===== src/rtl/agc_pkg.sv =====
package agc_pkg;

    typedef enum logic [1:0] {
        PH_STANDBY = 2'd0,
        PH_ACQUIRE = 2'd1,
        PH_TRACK   = 2'd2
    } agc_phase_e;

endpackage


===== src/rtl/agc_strongest.sv =====
module agc_strongest #(
    parameter int N_CH = 3
) (
    input  logic [N_CH-1:0] above_ref,
    input  logic [N_CH-1:0] chan_en,
    output logic            hot
);

    logic [N_CH-1:0] qual;

    // one qualified comparator bit per channel
    for (genvar g = 0; g < N_CH; g++) begin : g_chan
        assign qual[g] = above_ref[g] & chan_en[g];
    end

    assign hot = |qual;

endmodule


===== src/rtl/agc_phase_fsm.sv =====
module agc_phase_fsm
    import agc_pkg::*;
#(
    parameter int ACQ_PERIODS = 192
) (
    input  logic clk,
    input  logic rst_n,
    input  logic preamble_ok,
    input  logic restart,
    input  logic adj,
    output logic active,
    output logic fast
);

    localparam int PW = (ACQ_PERIODS > 1) ? $clog2(ACQ_PERIODS) : 1;
    localparam logic [PW-1:0] LAST = PW'(ACQ_PERIODS - 1);

    agc_phase_e    state_q, state_d;
    logic [PW-1:0] pcnt_q, pcnt_d;
    logic          abort;

    assign abort = restart | ~preamble_ok;

    // state register
    always_ff @(posedge clk or negedge rst_n) begin
        if (!rst_n) begin
            state_q <= PH_STANDBY;
            pcnt_q  <= '0;
        end else begin
            state_q <= state_d;
            pcnt_q  <= pcnt_d;
        end
    end

    // transitions and acquisition period count
    always_comb begin
        state_d = state_q;
        pcnt_d  = '0;
        unique case (state_q)
            PH_STANDBY: begin
                if (!restart && preamble_ok) state_d = PH_ACQUIRE;
            end
            PH_ACQUIRE: begin
                if (abort) begin
                    state_d = PH_STANDBY;
                end else if (adj && pcnt_q == LAST) begin
                    state_d = PH_TRACK;
                end else if (adj) begin
                    pcnt_d = pcnt_q + 1'b1;
                end else begin
                    pcnt_d = pcnt_q;
                end
            end
            PH_TRACK: begin
                if (abort) state_d = PH_STANDBY;
            end
            default: state_d = PH_STANDBY;
        endcase
    end

    // outputs
    always_comb begin
        active = 1'b0;
        fast   = 1'b0;
        unique case (state_q)
            PH_STANDBY: begin
                active = 1'b0;
                fast   = 1'b0;
            end
            PH_ACQUIRE: begin
                active = 1'b1;
                fast   = 1'b1;
            end
            PH_TRACK: begin
                active = 1'b1;
                fast   = 1'b0;
            end
            default: begin
                active = 1'b0;
                fast   = 1'b0;
            end
        endcase
    end

endmodule


===== src/rtl/agc_gain_step.sv =====
module agc_gain_step #(
    parameter int CNT_W  = 8,
    parameter int DN_DIV = 2,
    parameter int UP_DIV = 8
) (
    input  logic             clk,
    input  logic             rst_n,
    input  logic             clear,
    input  logic             adj,
    input  logic             fast,
    input  logic             hot,
    output logic [CNT_W-1:0] level
);

    localparam int DMAX = (DN_DIV > UP_DIV) ? DN_DIV : UP_DIV;
    localparam int DW   = $clog2(DMAX + 1);
    localparam logic [CNT_W-1:0] TOP = {CNT_W{1'b1}};
    localparam logic [DW-1:0]    DN_L = DW'(DN_DIV);
    localparam logic [DW-1:0]    UP_L = DW'(UP_DIV);

    logic [CNT_W-1:0] level_q, level_d;
    logic [DW-1:0]    div_q, div_d, run_len;
    logic             dir_q, dir_d;
    logic             fire;

    always_ff @(posedge clk or negedge rst_n) begin
        if (!rst_n) begin
            level_q <= '0;
            div_q   <= '0;
            dir_q   <= 1'b0;
        end else begin
            level_q <= level_d;
            div_q   <= div_d;
            dir_q   <= dir_d;
        end
    end

    always_comb begin
        run_len = (hot == dir_q) ? div_q + 1'b1 : DW'(1);
        fire    = fast | (hot ? (run_len == DN_L) : (run_len == UP_L));
        level_d = level_q;
        div_d   = div_q;
        dir_d   = dir_q;
        if (clear) begin
            level_d = '0;
            div_d   = '0;
            dir_d   = 1'b0;
        end else if (adj) begin
            dir_d = hot;
            div_d = fire ? '0 : run_len;
            if (fire) begin
                if (hot && level_q != TOP)       level_d = level_q + 1'b1;
                else if (!hot && level_q != '0)  level_d = level_q - 1'b1;
            end
        end
    end

    assign level = level_q;

endmodule


===== src/rtl/agc_rssi_core.sv =====
module agc_rssi_core #(
    parameter int N_CH        = 3,
    parameter int CNT_W       = 8,
    parameter int ACQ_PERIODS = 192,
    parameter int DN_DIV      = 2,
    parameter int UP_DIV      = 8
) (
    input  logic             clk,
    input  logic             rst_n,
    input  logic             period_tick,
    input  logic [N_CH-1:0]  above_ref,
    input  logic [N_CH-1:0]  chan_en,
    input  logic             gap,
    input  logic             preamble_ok,
    input  logic             freeze,
    input  logic             soft_clr,
    input  logic             chan_chg,
    output logic [CNT_W-1:0] rssi
);

    logic hot, active, fast, restart, abort, adj;

    assign restart = soft_clr | chan_chg;
    assign abort   = restart | ~preamble_ok;
    assign adj     = period_tick & ~gap & ~freeze & ~abort & active;

    agc_strongest #(.N_CH(N_CH)) u_strong (
        .above_ref (above_ref),
        .chan_en   (chan_en),
        .hot       (hot)
    );

    agc_phase_fsm #(.ACQ_PERIODS(ACQ_PERIODS)) u_fsm (
        .clk         (clk),
        .rst_n       (rst_n),
        .preamble_ok (preamble_ok),
        .restart     (restart),
        .adj         (adj),
        .active      (active),
        .fast        (fast)
    );

    agc_gain_step #(.CNT_W(CNT_W), .DN_DIV(DN_DIV), .UP_DIV(UP_DIV)) u_step (
        .clk   (clk),
        .rst_n (rst_n),
        .clear (abort | ~active),
        .adj   (adj),
        .fast  (fast),
        .hot   (hot),
        .level (rssi)
    );

endmodule


===== config.mk =====
export PLATFORM = sky130hd
export DESIGN_NAME = agc_rssi_core
export DESIGN_NICKNAME = d
export VERILOG_FILES = /design/src/rtl/agc_pkg.sv /design/src/rtl/agc_strongest.sv /design/src/rtl/agc_phase_fsm.sv /design/src/rtl/agc_gain_step.sv /design/src/rtl/agc_rssi_core.sv
export SDC_FILE = /design/constraint.sdc
export NUM_CORES = 1
export LEC_CHECK = 0
export CORE_ASPECT_RATIO = 1.5
export CORE_UTILIZATION = 40
export DETAILED_ROUTE_END_ITERATION = 8
export HOLD_SLACK_MARGIN = 0.05
export SYNTH_ARGS = -nofsm -noshare
export SYNTH_HDL_FRONTEND = slang
export SYNTH_HIERARCHICAL = 1
export SYNTH_SLANG_ARGS = --single-unit

===== constraint.sdc =====
create_clock -name clk -period 5.62 [get_ports clk]
set_input_delay 1.405 -clock clk [delete_from_list [all_inputs] [get_ports clk]]
set_output_delay 1.405 -clock clk [all_outputs]
set_load 0.01 [all_outputs]

==> flow_summary.toml, run 1 <==
[layout]
register_area_um2 = 575.6
diodes = 0
area_growth_pct = 17.86
nets = 218
drive_gt1_share_pct = 11.05
multi_input_area_mm2 = 0.001010
nFillCells = 376

[drt]
wl_um = 3291
ant_nets = 0
drc = 0
viasPerCell = 5.481
drt_pass1_iterations = 4
wl_per_cell_um = 14.00
first_iter_violations = 39
vias = 1288

[cts]
numCtsBuffers = 3
cts_resized = 0
clockRootBuffer = "clkbuf_8"
cts_hold_buf = 0
cts_tree = "yes"
h-tree-depth = 1
clk_pin_slew_ps = 80
clkLatencyLatePin_ps = 270
cts_sinks = 23
clockBufferDepth = 2
cts_setup_buffers = 0

[synthesis]
synthMuxAreaShare_pct = 6.782
synth_top_family_by_area = "simple AND/OR/NAND/NOR gates"
synth.area.top_cells = "dfrtp_1 (35%), ha_1 (9.0%), mux2i_1 (5.4%), xnor2_1 (4.2%), nor2_1 (4.1%)"
synth_warnings = 6
synthAdderAreaFrac_pct = 10.25
yosysTopAreaCell = "dfrtp_1"
netlist_instances = 167
yosysMostFrequentCell = "dfrtp_1"
async_flop_share_pct = 100.0
avgSynthCellArea_um2 = 9.942
synth_cell_types = 51
synth-xor-area-share_pct = 7.310
synth_compound_area_share_pct = 16.20
yosysTopAreaCellShare_pct = 34.66
synthSimpleGateAreaFrac_pct = 20.27
syn_nets = 194
ys_ff_latch = 23
synthFlopType = "dfrtp_1"
synth_edf_count = 0
yosysSeqAreaShare_pct = 34.66
synth_commonest_cells = "dfrtp_1 (23), nor2_1 (18), inv_1 (13)"
synth_area_mm2 = 0.001660

[sta]
fin_worst_skew_ps = 4.592
setup_tns_ps = 0
setup_viol = 0
rsz0062_at_grt = "false"
min_period_over_period_pct = 71.49
fin_crit_ps = 4018
clock.fmax_mhz = 248.9
worst_slew_pin_slew_ps = 1060
drv_slew = 0
hold_viol = 0
relSlewSlack_pct = 29.11

[global_routing]
antenna_found_initial = 0
grt_pass1_wl_um = 5685
use_met2_pct = 30.24
use_met3_pct = 2.060
grtUsageMet1_pct = 20.77
grt_max_degree = 24
overflow = 0
busiest_layer = "met2"
grt_usage_pct = 17.29
grt_pass1_vias = 1324

[die]
die_w_um = 54.61
initial_core_util_pct = 41.94
rows = 28
core_area_mm2 = 0.003959
io_pins = 22
die-area_mm2 = 0.004418
dieHeight_um = 80.91

[pwr]
p_leak_uw = 0.0007824
max-vdd-ir-drop_mv = 0.1409
powerDensity_mw_per_mm2 = 185.8
p_total_uw = 363.6

[worst_hold_path]
hold-path-cell-count = 1
hold_path_class = "reg2reg"
min_from = "u_step/div_q[2]"
holdPathEnd = "u_step/div_q[2]"

[placement]
place_congestion = 0.7816
io_buffers = 21
hpwlAfterDp_um = 2530

[setup_path]
rr_worst_depth = 9
rr_endpoint = "u_step/level[6]"
r2r_start = "u_fsm/state_q[0]"
end_kind = "flop"
arrival_ps = 4180
criticalPathCategory = "in2reg"
worst-endpoint-required_ps = 5780
ff2ff_setup_slack_ps = 2620
crit_fanout = 8
critical_path.startpoint_type = "input port"

[flow_run]
max_cap_viol_count = 0

[outcome]
outcome = "completed"
-- per-stage QoR --
stage | utilization (%) | std cells | cell area [µm²] | worst slack [ps] | hold slack [ps]
5_1_grt | 49.43 | 235 | 1957 | 1376 | 566.0
4_1_cts | 49.43 | 235 | 1957 | 1629 | 546.5
6_report | 49.43 | 235 | 1957 | 1602 | 544.9
3_5_place_dp | 48.20 | 231 | 1908 | 1336 | 534.1
2_1_floorplan | - | 167 | 1660 | 2016 | 505.9
3_3_place_gp | 48.20 | 231 | 1908 | 1415 | 528.0
-- worst max-delay path by stage --
stage,to,cells past startpoint,start
floorplan,u_step/level[6],11,above_ref[0]
global placement,u_step/level[6],12,above_ref[0]
detailed placement,u_step/level[6],12,above_ref[0]
CTS,u_step/level[6],12,above_ref[0]
global route,u_step/level[6],12,above_ref[0]
finish,u_step/level[6],12,above_ref[0]
-- state kept, by name, summed over array words and instances, names as in the netlist --
register	count
u_step/level	8
u_step/dir_q	1
u_fsm/state_q	2
u_step/div_q	4
u_fsm/pcnt_q	8
-- cell usage in the layout, fill, tap and decap left out, types with 2 or more instances in the layout --
cell	instances
a211oi_2	2
a21o_1	2
a21oi_1	11
a32o_1	2
and3_1	2
clkbuf_8	3
clkdlybuf4s50_1	21
dfrtp_1	23
ha_1	12
inv_1	13
mux2i_1	9
nand2_1	7
nand2b_1	2
nand3_1	3
nand3_2	2
nand4_1	3
nor2_1	18
nor2_2	2
nor4_1	3
o21ai_0	5
o21ai_1	2
or2_2	2
xnor2_1	8
xor2_1	4
-- where the power goes --
group	total [µW]	internal (µW)	switching (µW)
combinational	86.4	39.4	47.0
clock	106	50.1	55.4
sequential	172	169	2.49
-- critical path, cell delays in order --
cell and delay (ps):
clkdlybuf4s50_1 410, a222oi_1 330, inv_1 190, o21ai_1 320
inv_1 180, fa_1 420, nand2b_1 160, o2bb2ai_1 160
o21bai_1 140, a21oi_1 90, xnor2_1 120, a31o_2 240
-- cell families after synthesis --
group	Yosys count
adders and majority gates	13
muxes	10
xor gates and xnor gates	13
AOI/OAI and AO/OA	37
buffers and inverters	16
DFF	23
and+or+nand+nor	55
-- layout make-up --
class / count / share of cell area, %
Clock buffer: 3 / 2.110
Clock inverter: 1 / 0.3836
Inverter: 13 / 2.494
Multi-Input combinational cell: 128 / 51.60
Sequential cell: 23 / 29.41
Tap cell: 45 / 2.877
Timing Repair Buffer: 22 / 11.13
-- routing by layer --
layer | routed length (µm) | vias to the layer above
met1 | 1508 | 621
met5 | 0 | -
met2 | 1675 | 17
met4 | 18 | 0
li1 | - | 648
met3 | 89 | 2
Power figures use the tool's default switching activity.
==> run 2: changes to the inputs <==
==> constraint.sdc (replaced) <==
create_clock -name clk -period 4.1 [get_ports clk]
set_input_delay 1.025 -clock clk [delete_from_list [all_inputs] [get_ports clk]]
set_output_delay 1.025 -clock clk [all_outputs]
set_load 0.01 [all_outputs]
==> flow_summary.toml, run 2 (same netlist as run 1, synthesis figures left out) <==
[global_routing]
grt_pass1_vias = 1270
busiest_layer = "met2"
grt_usage_pct = 17.49
grt_max_degree = 24
use_met3_pct = 2.247
overflow = 0
antenna_found_initial = 0
grt_pass1_wl_um = 5602
use_met2_pct = 30.60
grtUsageMet1_pct = 20.58

[pwr]
p_leak_uw = 0.0007927
max-vdd-ir-drop_mv = 0.1779
p_clk_share_pct = 29.3
power.share.switching_pct = 29.21
powerDensity_mw_per_mm2 = 255.1
power_switching_uw = 147.0
pwr-share-seq_pct = 46.6
combPwrFrac_pct = 24.1
p_int_uw = 356.1
p_total_uw = 503.1

[drt]
wl_um = 3338
drc = 0
viasPerCell = 5.523
first_iter_violations = 27
drt_pass1_iterations = 6
ant_nets = 0
wl_per_cell_um = 14.08
vias = 1309

[worst_hold_path]
holdPathEnd = "u_step/div_q[2]"
hold-path-cell-count = 1
min_from = "u_step/div_q[2]"
hold_path_class = "reg2reg"

[layout]
final_common_cell = "dfrtp_1"
drive_gt1_share_pct = 11.98
area_growth_pct = 18.76
register_area_um2 = 575.6
nFillCells = 384
final_cell_mix = "dfrtp_1 (23), clkdlybuf4s50_1 (21), nor2_1 (18)"
multi_input_area_mm2 = 0.001010
diodes = 0
nets = 220
postLayoutCellArea_mm2 = 0.001972

[cts]
h-tree-depth = 1
cts_hold_buf = 0
cts_setup_buffers = 0
clk_pin_slew_ps = 80
cts_resized = 0
cts_sinks = 23
clockRootBuffer = "clkbuf_8"
numCtsBuffers = 3
clkLatencyLatePin_ps = 270
cts_tree = "yes"
clockBufferDepth = 2

[die]
dieHeight_um = 80.91
io_pins = 22
die_w_um = 54.61
initial_core_util_pct = 41.94
core_area_mm2 = 0.003959
die-area_mm2 = 0.004418
rows = 28

[setup_path]
worst-endpoint-required_ps = 4260
rr_endpoint = "u_fsm/state_q[0]"
criticalPathCategory = "in2reg"
arrival_ps = 3490
ff2ff_setup_slack_ps = 1590
critical_path.startpoint_type = "input port"
crit_fanout = 8
r2r_start = "u_fsm/state_q[1]"
rr_worst_depth = 9
end_kind = "flop"

[placement]
hpwlAfterDp_um = 2609
dp_slack_ps = 472.4
placed_cell_area_mm2 = 0.001923
io_buffers = 21
place_congestion = 0.8438

[sta]
rsz0062_at_grt = "false"
fin_crit_ps = 3324
hold_viol = 0
setup_tns_ps = 0
fin_worst_skew_ps = 6.788
drv_slew = 0
setup_slack_ps = 775.7
worst_slew_pin_slew_ps = 1018
clock.fmax_mhz = 300.8
min_period_over_period_pct = 81.08
setup_viol = 0
hold_slack_ps = 546.6
relSlewSlack_pct = 31.91

[outcome]
outcome = "completed"

[flow_run]
max_cap_viol_count = 0
-- run 2: layout make-up --
| type | count | area share (%) |
|---|---|---|
| well taps | 45 | 2.855 |
| repair buffers | 24 | 11.80 |
| clock inverters | 1 | 0.3807 |
| flip-flops and latches | 23 | 29.19 |
| inverters | 13 | 2.475 |
| multi-input cells | 128 | 51.21 |
| clock buffers | 3 | 2.094 |
-- run 2: metal layers --
metal,vias to the layer above,part of all wire [%]
li1,652,-
met1,634,44
met2,19,52
met3,4,2.4
met4,0,1.8
met5,-,0
-- run 2: through the flow --
step,instances,util (%)
after floorplan,167,-
after global placement,233,48.58
after detailed placement,233,48.58
after CTS,237,49.81
after global routing,237,49.81
final,237,49.81
-- run 2: how the worst max path moves through the flow --
stage	startpoint	end	slack, ps	cells after the start
final	above_ref[0]	u_step/level[6]	780	12
after global routing	above_ref[0]	u_step/level[6]	580	12
after CTS	above_ref[0]	u_step/level[6]	760	12
after detailed placement	above_ref[0]	u_step/level[6]	470	12
after global placement	above_ref[0]	u_step/level[6]	470	12
after floorplan	above_ref[0]	u_step/level[6]	880	11
-- run 2: power groups by stage --
stage,logic [µW],registers [µW],clock network [µW]
finish,121,235,147
global route,135,235,160
CTS,123,235,152
detailed placement,122,239,0
global placement,117,239,0
floorplan,85.1,239,0
-- run 2: critical path: stages --
cell             delay [ps]
clkdlybuf4s50_1         400
a222oi_1                320
inv_1                   170
o21ai_1                 130
inv_1                   110
fa_1                    400
nand2b_1                160
o2bb2ai_1               160
o21bai_1                150
a21oi_1                 100
xnor2_1                 130
a31o_2                  230
==> run 3: changes to the inputs <==
==> constraint.sdc (replaced) <==
create_clock -name clk -period 3.1 [get_ports clk]
set_input_delay 0.775 -clock clk [delete_from_list [all_inputs] [get_ports clk]]
set_output_delay 0.775 -clock clk [all_outputs]
set_load 0.01 [all_outputs]
==> flow_summary.toml, run 3 (same netlist as run 1, synthesis figures left out) <==
[outcome]
outcome = "completed"

[placement]
dp_slack_ps = -136.5
io_buffers = 21
hpwlAfterDp_um = 2785
place_congestion = 0.8262

[layout]
multi_input_area_mm2 = 0.001010
diodes = 0
final_common_cell = "dfrtp_1"
area_growth_pct = 24.19
nFillCells = 362
final_cell_mix = "dfrtp_1 (23), clkdlybuf4s50_1 (21), nor2_1 (18)"
drive_gt1_share_pct = 17.65
register_area_um2 = 575.6
nets = 232

[pwr]
power_switching_uw = 200.3
powerDensity_mw_per_mm2 = 329.9
p_leak_uw = 0.0008501
p_total_uw = 680.2
pwr-share-seq_pct = 45.7
power.share.switching_pct = 29.44
combPwrFrac_pct = 25.1
p_clk_share_pct = 29.3
max-vdd-ir-drop_mv = 0.2184
p_int_uw = 479.9

[drt]
wl_um = 3479
wl_per_cell_um = 13.97
ant_nets = 0
first_iter_violations = 16
drc = 0
vias = 1342
drt_pass1_iterations = 4
viasPerCell = 5.390

[setup_path]
arrival_ps = 3080
cp_slowest_stage_delay_ps = 400
path_cells = "clkdlybuf4s50_1 > a222oi_1 > inv_1 > o21ai_1 > inv_2 > fa_1 > nand2b_1 > o2bb2ai_1 > o21bai_1 > a21oi_1 > xnor2_1 > a31o_2"
crit_buf_inv = 3
crit_fanout = 3
worst-endpoint-required_ps = 3260
criticalPathCategory = "in2reg"
critical_path.startpoint_type = "input port"
critPathTopFamily = "compound AO/OA/AOI/OAI gates"
cpMaxStageDelayCell = "clkdlybuf4s50_1"
end_kind = "flop"

[global_routing]
grt_pass1_wl_um = 5802
overflow = 0
grt_max_degree = 24
antenna_found_initial = 0
grt_usage_pct = 17.80
grt_pass1_vias = 1322

[sta]
fin_crit_ps = 2920
min_period_over_period_pct = 94.21
relSlewSlack_pct = 71.20
drv_slew = 0
setup_viol = 0
setup_slack_ps = 179.6
worst_slew_pin_slew_ps = 430.8
hold_slack_ps = 555.7
rsz0062_at_grt = "false"
fin_worst_skew_ps = 8.527
clock.fmax_mhz = 342.4
hold_viol = 0

[cts]
cts_sinks = 23
clkLatencyLatePin_ps = 270
clockRootBuffer = "clkbuf_8"
numCtsBuffers = 3
cts_setup_buffers = 0
h-tree-depth = 1
clk_pin_slew_ps = 90
cts_tree = "yes"
clockBufferDepth = 2
cts_hold_buf = 0

[die]
io_pins = 22
rows = 28
die-area_mm2 = 0.004418
core_area_mm2 = 0.003959
initial_core_util_pct = 41.94
die_w_um = 54.61
dieHeight_um = 80.91

[worst_hold_path]
hold_path_class = "reg2reg"

[flow_run]
max_cap_viol_count = 0
run 3: cell count changes in the layout (fill, tap and decap cells not counted), sizes merged:
| cell | change |
|---|---|
| buf | +12 |
run 3: power groups by stage:
| stage | registers [µW] | logic, µW | clock network, µW |
|---|---|---|---|
| detailed placement | 317 | 172 | 0 |
| CTS | 311 | 174 | 202 |
| global placement | 316 | 166 | 0 |
| finish | 311 | 170 | 199 |
| floorplan | 316 | 113 | 0 |
| global route | 311 | 189 | 211 |
run 3: metal layers:
metal,wire length (µm),share of wire [%],GRT usage (%),vias to the layer above
li1,-,-,-,673
met3,89,2.6,2.247,4
met5,0,0,0,-
met2,1904,55,30.96,21
met1,1449,42,20.95,644
met4,35,1.0,7.436,0
run 3: cell type report:
cell class	count	area share [%]
multi-input combinational	128	48.97
clock inverter	1	0.3641
inverter	13	2.367
tap	45	2.731
sequential	23	27.91
timing repair buffer	36	15.66
clock buffer	3	2.002
run 3: path summary, 6_finish.rpt:
kind	cells past startpoint	endpoint	from	slack, ps
max in group asynchronous	2	u_step/level[3]	rst_n	2010
hold reg to reg	1	u_step/div_q[2]	u_step/div_q[2]	560
setup / recovery	12	u_step/level[6]	chan_en[0]	180
setup reg to reg	9	u_fsm/state_q[0]	u_fsm/state_q[0]	740
min in group asynchronous	2	u_fsm/pcnt_q[7]	rst_n	850
hold / removal	1	u_step/div_q[2]	u_step/div_q[2]	560
run 3: repair_timing:
item | in CTS | in global routing
gates resized for setup | 0 | 2
setup endpoints to repair | 0 | 2
endpoints found under the hold margin | 0 | 0
run 3: per-stage QoR:
step                      std cells  setup TNS [ps]  util, %  instance area [µm²]
after floorplan                 167               0        -                 1660
after global placement          245          -208.7    50.85                 2013
after detailed placement        245          -196.5    50.85                 2013
after CTS                       249               0    52.09                 2062
after global routing            249               0    52.09                 2062
final                           249               0    52.09                 2062
